File: src/rtl/cfg_stream_pkg.sv
package cfg_stream_pkg;
    typedef enum logic [3:0] {
        ST_SEARCH = 4'd0,
        ST_PRE    = 4'd1,
        ST_LEN    = 4'd2,
        ST_SEP    = 4'd3,
        ST_START  = 4'd4,
        ST_DATA   = 4'd5,
        ST_CHK    = 4'd6,
        ST_POST   = 4'd7,
        ST_WAIT   = 4'd8
    } pst_e;

    localparam int         LEAD_ONES  = 8;
    localparam int         LEN_W      = 24;
    localparam int         START_CLKS = 4;
    localparam logic [3:0] PRE_CODE   = 4'b0010;
    localparam logic [3:0] CONST_CHK  = 4'b0110;
    localparam logic [7:0] POST_CODE  = 8'b0111_1111;
endpackage

File: src/rtl/cfg_crc4.sv
module cfg_crc4 #(
    parameter logic [3:0] POLY = 4'b0011
) (
    input  logic       clk,
    input  logic       rst_n,
    input  logic       clr,
    input  logic       shift,
    input  logic       bit_in,
    output logic [3:0] crc
);
    logic [3:0] crc_d, crc_q;
    logic       fb;

    always_comb begin
        crc_d = crc_q;
        fb    = crc_q[3] ^ bit_in;
        if (clr)
            crc_d = 4'b0;
        else if (shift)
            crc_d = {crc_q[2:0], 1'b0} ^ (fb ? POLY : 4'b0);
    end

    always_ff @(posedge clk or negedge rst_n) begin
        if (!rst_n) crc_q <= 4'b0;
        else        crc_q <= crc_d;
    end

    assign crc = crc_q;

    // a cleared register reads zero on the following cycle
    a_r8_clear_zero: assert property (@(posedge clk) disable iff (!rst_n)
        clr |=> (crc_q == 4'b0));
endmodule

File: src/rtl/cfg_startup_timer.sv
module cfg_startup_timer #(
    parameter int CLKS = 4,
    localparam int CW  = $clog2(CLKS + 1)
) (
    input  logic          clk,
    input  logic          rst_n,
    input  logic          arm,
    output logic [CW-1:0] cnt,
    output logic          last,
    output logic          fire
);
    typedef struct packed {
        logic          run;
        logic [CW-1:0] cnt;
        logic          fire;
    } tmr_t;

    tmr_t tm_d, tm_q;

    always_comb begin
        tm_d      = tm_q;
        tm_d.fire = 1'b0;
        if (arm) begin
            tm_d.run = 1'b1;
            tm_d.cnt = '0;
        end else if (tm_q.run) begin
            tm_d.cnt = tm_q.cnt + 1'b1;
            if (tm_q.cnt == CW'(CLKS - 1)) begin
                tm_d.run  = 1'b0;
                tm_d.fire = 1'b1;
            end
        end
    end

    always_ff @(posedge clk or negedge rst_n) begin
        if (!rst_n) tm_q <= '0;
        else        tm_q <= tm_d;
    end

    assign cnt  = tm_q.cnt;
    assign fire = tm_q.fire;
    assign last = tm_q.run && (tm_q.cnt == CW'(CLKS - 1));

    a_r11_cnt_bound: assert property (@(posedge clk) disable iff (!rst_n)
        tm_q.cnt <= CW'(CLKS));
    a_r11_fire_follows_run: assert property (@(posedge clk) disable iff (!rst_n)
        tm_q.fire |-> $past(tm_q.run));
endmodule

File: src/rtl/cfg_stream_parser.sv
module cfg_stream_parser
    import cfg_stream_pkg::*;
#(
    parameter int         DATA_W   = 16,
    parameter int         FRAMES   = 3,
    parameter logic [3:0] CRC_POLY = 4'b0011
) (
    input  logic              clk,
    input  logic              rst_n,
    input  logic              cfg_bit,
    input  logic              crc_mode,
    output logic              frame_bit,
    output logic              frame_bit_vld,
    output logic [LEN_W-1:0]  len_count,
    output logic              len_vld,
    output logic              done,
    output logic [$clog2(START_CLKS+1)-1:0] startup_cnt,
    output logic              err_header,
    output logic              err_frame,
    output logic              err_post,
    output logic              err_length
);
    localparam int IW = $clog2(DATA_W > LEN_W ? DATA_W : LEN_W) + 1;
    localparam int FW = (FRAMES > 1) ? $clog2(FRAMES) : 1;

    typedef struct packed {
        pst_e             st;
        logic [3:0]       ones;
        logic [LEN_W-1:0] len;
        logic [LEN_W-1:0] bcnt;
        logic [IW-1:0]    idx;
        logic [FW-1:0]    frm;
        logic             bad;
        logic             dbit;
        logic             dvld;
        logic             lvld;
        logic             e_hdr;
        logic             e_frm;
        logic             e_post;
        logic             e_len;
    } regs_t;

    regs_t q, d;

    logic [3:0]       crc_val, chk_exp;
    logic             crc_clr, crc_shift, arm, tm_last;
    logic [1:0]       i2;
    logic [2:0]       i3;
    logic [LEN_W-1:0] total;

    assign i2      = q.idx[1:0];
    assign i3      = q.idx[2:0];
    assign total   = q.bcnt + 1'b1;
    assign chk_exp = crc_mode ? crc_val : CONST_CHK;
    assign crc_clr   = (q.st == ST_START);
    assign crc_shift = (q.st == ST_DATA);

    always_comb begin
        d      = q;
        d.dvld = 1'b0;
        d.lvld = 1'b0;
        arm    = 1'b0;
        if (q.st != ST_SEARCH && q.st != ST_WAIT)
            d.bcnt = q.bcnt + 1'b1;
        case (q.st)
            ST_SEARCH: begin
                if (cfg_bit) begin
                    if (q.ones < 4'(LEAD_ONES)) d.ones = q.ones + 1'b1;
                end else if (q.ones >= 4'(LEAD_ONES)) begin
                    d.st   = ST_PRE;
                    d.idx  = IW'(1);
                    d.bcnt = LEN_W'(1);
                    d.ones = '0;
                end else begin
                    d.ones = '0;
                end
            end
            ST_PRE: begin
                d.idx = q.idx + 1'b1;
                if (cfg_bit != PRE_CODE[2'd3 - i2]) begin
                    d.e_hdr = 1'b1;
                    d.st    = ST_SEARCH;
                end else if (i2 == 2'd3) begin
                    d.st  = ST_LEN;
                    d.idx = '0;
                end
            end
            ST_LEN: begin
                d.len = {q.len[LEN_W-2:0], cfg_bit};
                d.idx = q.idx + 1'b1;
                if (q.idx == IW'(LEN_W - 1)) begin
                    d.lvld = 1'b1;
                    d.st   = ST_SEP;
                    d.idx  = '0;
                end
            end
            ST_SEP: begin
                d.idx = q.idx + 1'b1;
                if (!cfg_bit) begin
                    d.e_hdr = 1'b1;
                    d.st    = ST_SEARCH;
                end else if (i2 == 2'd3) begin
                    d.st  = ST_START;
                    d.frm = '0;
                end
            end
            ST_START: begin
                d.idx = '0;
                if (cfg_bit) begin
                    d.e_frm = 1'b1;
                    d.st    = ST_SEARCH;
                end else begin
                    d.st = ST_DATA;
                end
            end
            ST_DATA: begin
                d.dbit = cfg_bit;
                d.dvld = 1'b1;
                d.idx  = q.idx + 1'b1;
                if (q.idx == IW'(DATA_W - 1)) begin
                    d.st  = ST_CHK;
                    d.idx = '0;
                    d.bad = 1'b0;
                end
            end
            ST_CHK: begin
                d.idx = q.idx + 1'b1;
                d.bad = q.bad | (cfg_bit != chk_exp[2'd3 - i2]);
                if (i2 == 2'd3) begin
                    d.idx = '0;
                    if (d.bad) begin
                        d.e_frm = 1'b1;
                        d.st    = ST_SEARCH;
                    end else if (q.frm == FW'(FRAMES - 1)) begin
                        d.st = ST_POST;
                    end else begin
                        d.st  = ST_START;
                        d.frm = q.frm + 1'b1;
                    end
                end
            end
            ST_POST: begin
                d.idx = q.idx + 1'b1;
                if (cfg_bit != POST_CODE[3'd7 - i3]) begin
                    d.e_post = 1'b1;
                    d.st     = ST_SEARCH;
                end else if (i3 == 3'd7) begin
                    if (total != q.len) begin
                        d.e_len = 1'b1;
                        d.st    = ST_SEARCH;
                    end else begin
                        arm  = 1'b1;
                        d.st = ST_WAIT;
                    end
                end
            end
            ST_WAIT: begin
                if (tm_last) d.st = ST_SEARCH;
            end
            default: d.st = ST_SEARCH;
        endcase
        if (d.st == ST_SEARCH && q.st != ST_SEARCH) d.ones = '0;
    end

    always_ff @(posedge clk or negedge rst_n) begin
        if (!rst_n) q <= '0;
        else        q <= d;
    end

    cfg_crc4 #(.POLY(CRC_POLY)) u_crc (
        .clk    (clk),
        .rst_n  (rst_n),
        .clr    (crc_clr),
        .shift  (crc_shift),
        .bit_in (cfg_bit),
        .crc    (crc_val)
    );

    cfg_startup_timer #(.CLKS(START_CLKS)) u_tmr (
        .clk  (clk),
        .rst_n(rst_n),
        .arm  (arm),
        .cnt  (startup_cnt),
        .last (tm_last),
        .fire (done)
    );

    assign frame_bit     = q.dbit;
    assign frame_bit_vld = q.dvld;
    assign len_count     = q.len;
    assign len_vld       = q.lvld;
    assign err_header    = q.e_hdr;
    assign err_frame     = q.e_frm;
    assign err_post      = q.e_post;
    assign err_length    = q.e_len;

    a_r6_vld_from_data: assert property (@(posedge clk) disable iff (!rst_n)
        frame_bit_vld |-> $past(q.st) == ST_DATA);
    a_r3_len_after_field: assert property (@(posedge clk) disable iff (!rst_n)
        len_vld |-> $past(q.st) == ST_LEN);
    a_r11_done_from_wait: assert property (@(posedge clk) disable iff (!rst_n)
        done |-> $past(q.st) == ST_WAIT);
    a_r12_hdr_sticky: assert property (@(posedge clk) disable iff (!rst_n)
        err_header |=> err_header);
    a_r12_frame_sticky: assert property (@(posedge clk) disable iff (!rst_n)
        err_frame |=> err_frame);
    a_r12_post_sticky: assert property (@(posedge clk) disable iff (!rst_n)
        err_post |=> err_post);
    a_r12_length_sticky: assert property (@(posedge clk) disable iff (!rst_n)
        err_length |=> err_length);
    a_r10_len_err_from_post: assert property (@(posedge clk) disable iff (!rst_n)
        $rose(err_length) |-> $past(q.st) == ST_POST);
endmodule

File: config.mk
export PLATFORM = sky130hd
export DESIGN_NAME = cfg_stream_parser
export DESIGN_NICKNAME = d
export VERILOG_FILES = /design/src/rtl/cfg_stream_pkg.sv /design/src/rtl/cfg_crc4.sv /design/src/rtl/cfg_startup_timer.sv /design/src/rtl/cfg_stream_parser.sv
export SDC_FILE = /design/constraint.sdc
export NUM_CORES = 1
export LEC_CHECK = 0
export BUFFER_PORTS_ARGS = -buffer_cell sky130_fd_sc_hd__buf_2
export CELL_PAD_IN_SITES_DETAIL_PLACEMENT = 2
export CELL_PAD_IN_SITES_GLOBAL_PLACEMENT = 2
export CORE_UTILIZATION = 42
export DETAILED_ROUTE_END_ITERATION = 12
export MAX_ROUTING_LAYER = met4
export PLACE_DENSITY_LB_ADDON = 0.1
export SKIP_CTS_REPAIR_TIMING = 1
export SLEW_MARGIN = 20
export SYNTH_ARGS = -nofsm -noshare
export SYNTH_HDL_FRONTEND = slang
export SYNTH_SLANG_ARGS = --single-unit
File: constraint.sdc
create_clock -name clk -period 4.1 [get_ports clk]
set_input_delay 0 -clock clk [delete_from_list [all_inputs] [get_ports clk]]
set_output_delay 0 -clock clk [all_outputs]
set_load 0.005 [all_outputs]
==> flow_summary_export.csv <==
group,metric,value,unit
synth,syn_area,0.00511,mm^2
synth,synth-xor-area-share,9.59,%
timing,slew_viol_final,0,
placement,dp.cells,667,
synth,ys_types,62,
floorplanning,start_util,43.9,%
synth,synth_commonest_cells,"dfrtp_1, nand2_1, nor2_1",
finish,fin_cells,682,
synth,synth-compound-area-share,10.4,%
placement,hpwl,9.83,mm
clocking,clockRootBuffer,"clkbuf_16",
min_path,min_from,"cfg_bit",
synth,syn_avg_cell_area,9.47,um^2
power,max-vdd-ir-drop,355,uV
synth,synth-warning-count,0,
global_route,grt_max_degree,82,
worst_setup_path,required,4300,ps
timing,hold_viol_final,0,
detailed_routing,route.detailed.drc,0,
placement,gp_congestion,0.859,
floorplanning,fp.dieW,112,um
timing,fin_worst_skew,9.00,ps
synth,synth_top_area_share,39.6,%
worst_setup_path,r2r_slack,1160,ps
finish,area_growth,6.95,%
power,leakage,2.56,nW
synth,synthAdderAreaFrac,2.69,%
finish,nNetsFinal,551,
timing,setup_viol,0,
synth,synth_edf_count,0,
timing,post-route-period-util,71.6,%
synth,synth_top_family_by_area,"simple AND/OR/NAND/NOR gates",
detailed_routing,wirelength,13.7,mm
outcome,status,"complete, no violations",
finish,num_antenna_cells,0,
synth,yosysSeqAreaShare,39.6,%
global_route,gr-total-overflow,0,
finish,drive_gt1_share,18.0,%
worst_setup_path,r2r-start,"i2[1]$_DFFE_PN0P_",
finish,design_area,0.00547,mm^2
floorplanning,die_area,0.0126,mm^2
synth,synth_area_leaders,"dfrtp_1, mux2_2, xor2_1",
detailed_routing,vias_per_cell,5.82,
synth,synthArstFlopShare,100,%
timing,tightest_slew,995,ps
clocking,cts-buffers-inserted,9,
global_route,first_global_vias,4361,
detailed_routing,via_count,3970,
clocking,clockBufferDepth,2,
global_route,gr-usage-all-layers,24.1,%
clocking,cts.sinks,81,
synth,synth.net_count,555,
floorplanning,die_h,112,um
worst_setup_path,path_max_fanout,11,
detailed_routing,wire_per_inst,20.0,um
finish,fin_util,46.9,%
floorplanning,rows,39,
job,max-cap-violations,0,
synth,synthSimpleGateAreaFrac,23.5,%
clocking,cts_tree,"done",
timing,slew_headroom,33.2,%
worst_setup_path,critPathKind,"reg -> reg",
detailed_routing,drtIter0Drc,120,
timing,grt_setup_unrepaired,"no",
timing,fmax,341,MHz
worst_setup_path,start_kind,"flop",
detailed_routing,firstDrtPassIters,4,
worst_setup_path,crit_start,"i2[1]$_DFFE_PN0P_",
worst_setup_path,crit_path_end_kind,"flop",
synth,synth_top_flop_cell,"dfrtp_1",
floorplanning,ioPinCount,39,
min_path,hold_path_class,"in -> reg",
synth,syn_inst,540,
synth,ys_ff_latch,81,
power,total_power,2.93,mW
synth,synthMuxAreaShare,6.70,%
clocking,clk_pin_slew,60,ps
floorplanning,core_area,0.0117,mm^2
placement,port_buffers,38,
clocking,insertion_delay,350,ps
clocking,htree_levels,3,
synth,synth.most_common_cell,"dfrtp_1",
power,pwr_density_cell,536,mW/mm^2
detailed_routing,ant_nets,0,
placement,post_dp_cell_area,0.00517,mm^2
timing,setup_tns,0,ps
synth,yosys.area.top_type,"dfrtp_1",
global_route,grt_antenna_before_repair,0,
global_route,grt_pass1_wl,22.9,mm
worst_setup_path,arrival,3140,ps
timing,period_needed,2940,ps
==> flip-flops by register name, summed over array words and instances, names as in the netlist <==
register and flops:
u_crc.crc 4, i3 1, frame_bit_vld 1, u_tmr.cnt 3, u_tmr.fire 1, err_length 1, q 38, err_header 1
len_count 24, len_vld 1, i2 2, frame_bit 1, err_post 1, err_frame 1, u_tmr.tm_q 1
==> power breakdown <==
| group | switching, mW | internal [mW] | total (mW) |
|---|---|---|---|
| registers | 0.226 | 0.943 | 1.17 |
| clock network | 0.324 | 0.481 | 0.804 |
| logic | 0.510 | 0.447 | 0.957 |
| total | 1.06 | 1.87 | 2.93 |
==> kinds of logic (layout without fill, tap and decap cells) <==
kind of cell | count (synthesis) | after routing
mux | 31 | 31
compound gates | 85 | 85
xor+xnor | 56 | 56
simple gates | 208 | 208
buf+inv | 68 | 67
fa+ha+maj | 11 | 11
flops | 81 | 81
==> layout make-up <==
| cell class | count | area, um^2 |
|---|---|---|
| fill | 1231 | 6190 |
| multi-input combinational | 391 | 2710 |
| sequential | 81 | 2030 |
| clock buffer | 11 | 243 |
| timing repair buffer | 42 | 229 |
| tap | 143 | 179 |
| clock inverter | 3 | 42.5 |
| inverter | 11 | 41.3 |
==> cells in the final DEF (no fill, tap or decap), drive strengths merged, types with 8 or more instances in the layout <==
cell type | Yosys | final
dfrtp | 81 | 81
nand2 | 45 | 45
buf | 45 | 41
nor2 | 39 | 39
xor2 | 30 | 30
xnor2 | 26 | 26
mux2 | 26 | 26
a21oi | 24 | 24
nand3 | 22 | 22
o21ai | 20 | 20
nor3 | 17 | 17
nand4 | 15 | 15
inv | 11 | 11
ha | 11 | 11
clkbuf | 12 | 11
nor4 | 11 | 11
and3 | 8 | 8
or3 | 8 | 8
o22ai | 8 | 8
==> stage by stage <==
step                hold slack, ps  worst slack, ps
global placement               244             1410
floorplan                     -296             1800
CTS                           -118             1120
finish                         197             1160
detailed placement             257             1120
global route                   217              754
==> path summary, 6_finish.rpt <==
kind	depth (start not counted)	to
setup / recovery	8	q[66]$_DFFE_PN0P_
hold / removal	3	q[67]$_DFFE_PN0P_
setup reg to reg	8	q[66]$_DFFE_PN0P_
hold reg to reg	1	err_header$_DFFE_PN0P_
max in group asynchronous	2	q[9]$_DFFE_PN0P_
min in group asynchronous	2	len_count[11]$_DFFE_PN0P_
==> worst max-delay path: stages (launching register included) <==
cell      delay (ps)
dfrtp_1          470
ha_1             480
nand3_1          220
nor3_1           360
mux2i_1          140
a211oi_1         260
nand3_1          120
nor4_1           570
a21oi_1          170
==> routing by layer <==
layer  global-route usage (%)  vias to the layer above  wire length, um  share of wire [%]
met5                        -                        -                0                  0
met4                     7.11                        0              235                1.7
met3                     5.13                       15              305                2.2
met2                     41.8                       38             7220                 53
met1                     27.9                     2050             5890                 43
li1                         -                     1867                -                  -
Power figures use the tool's default switching activity.
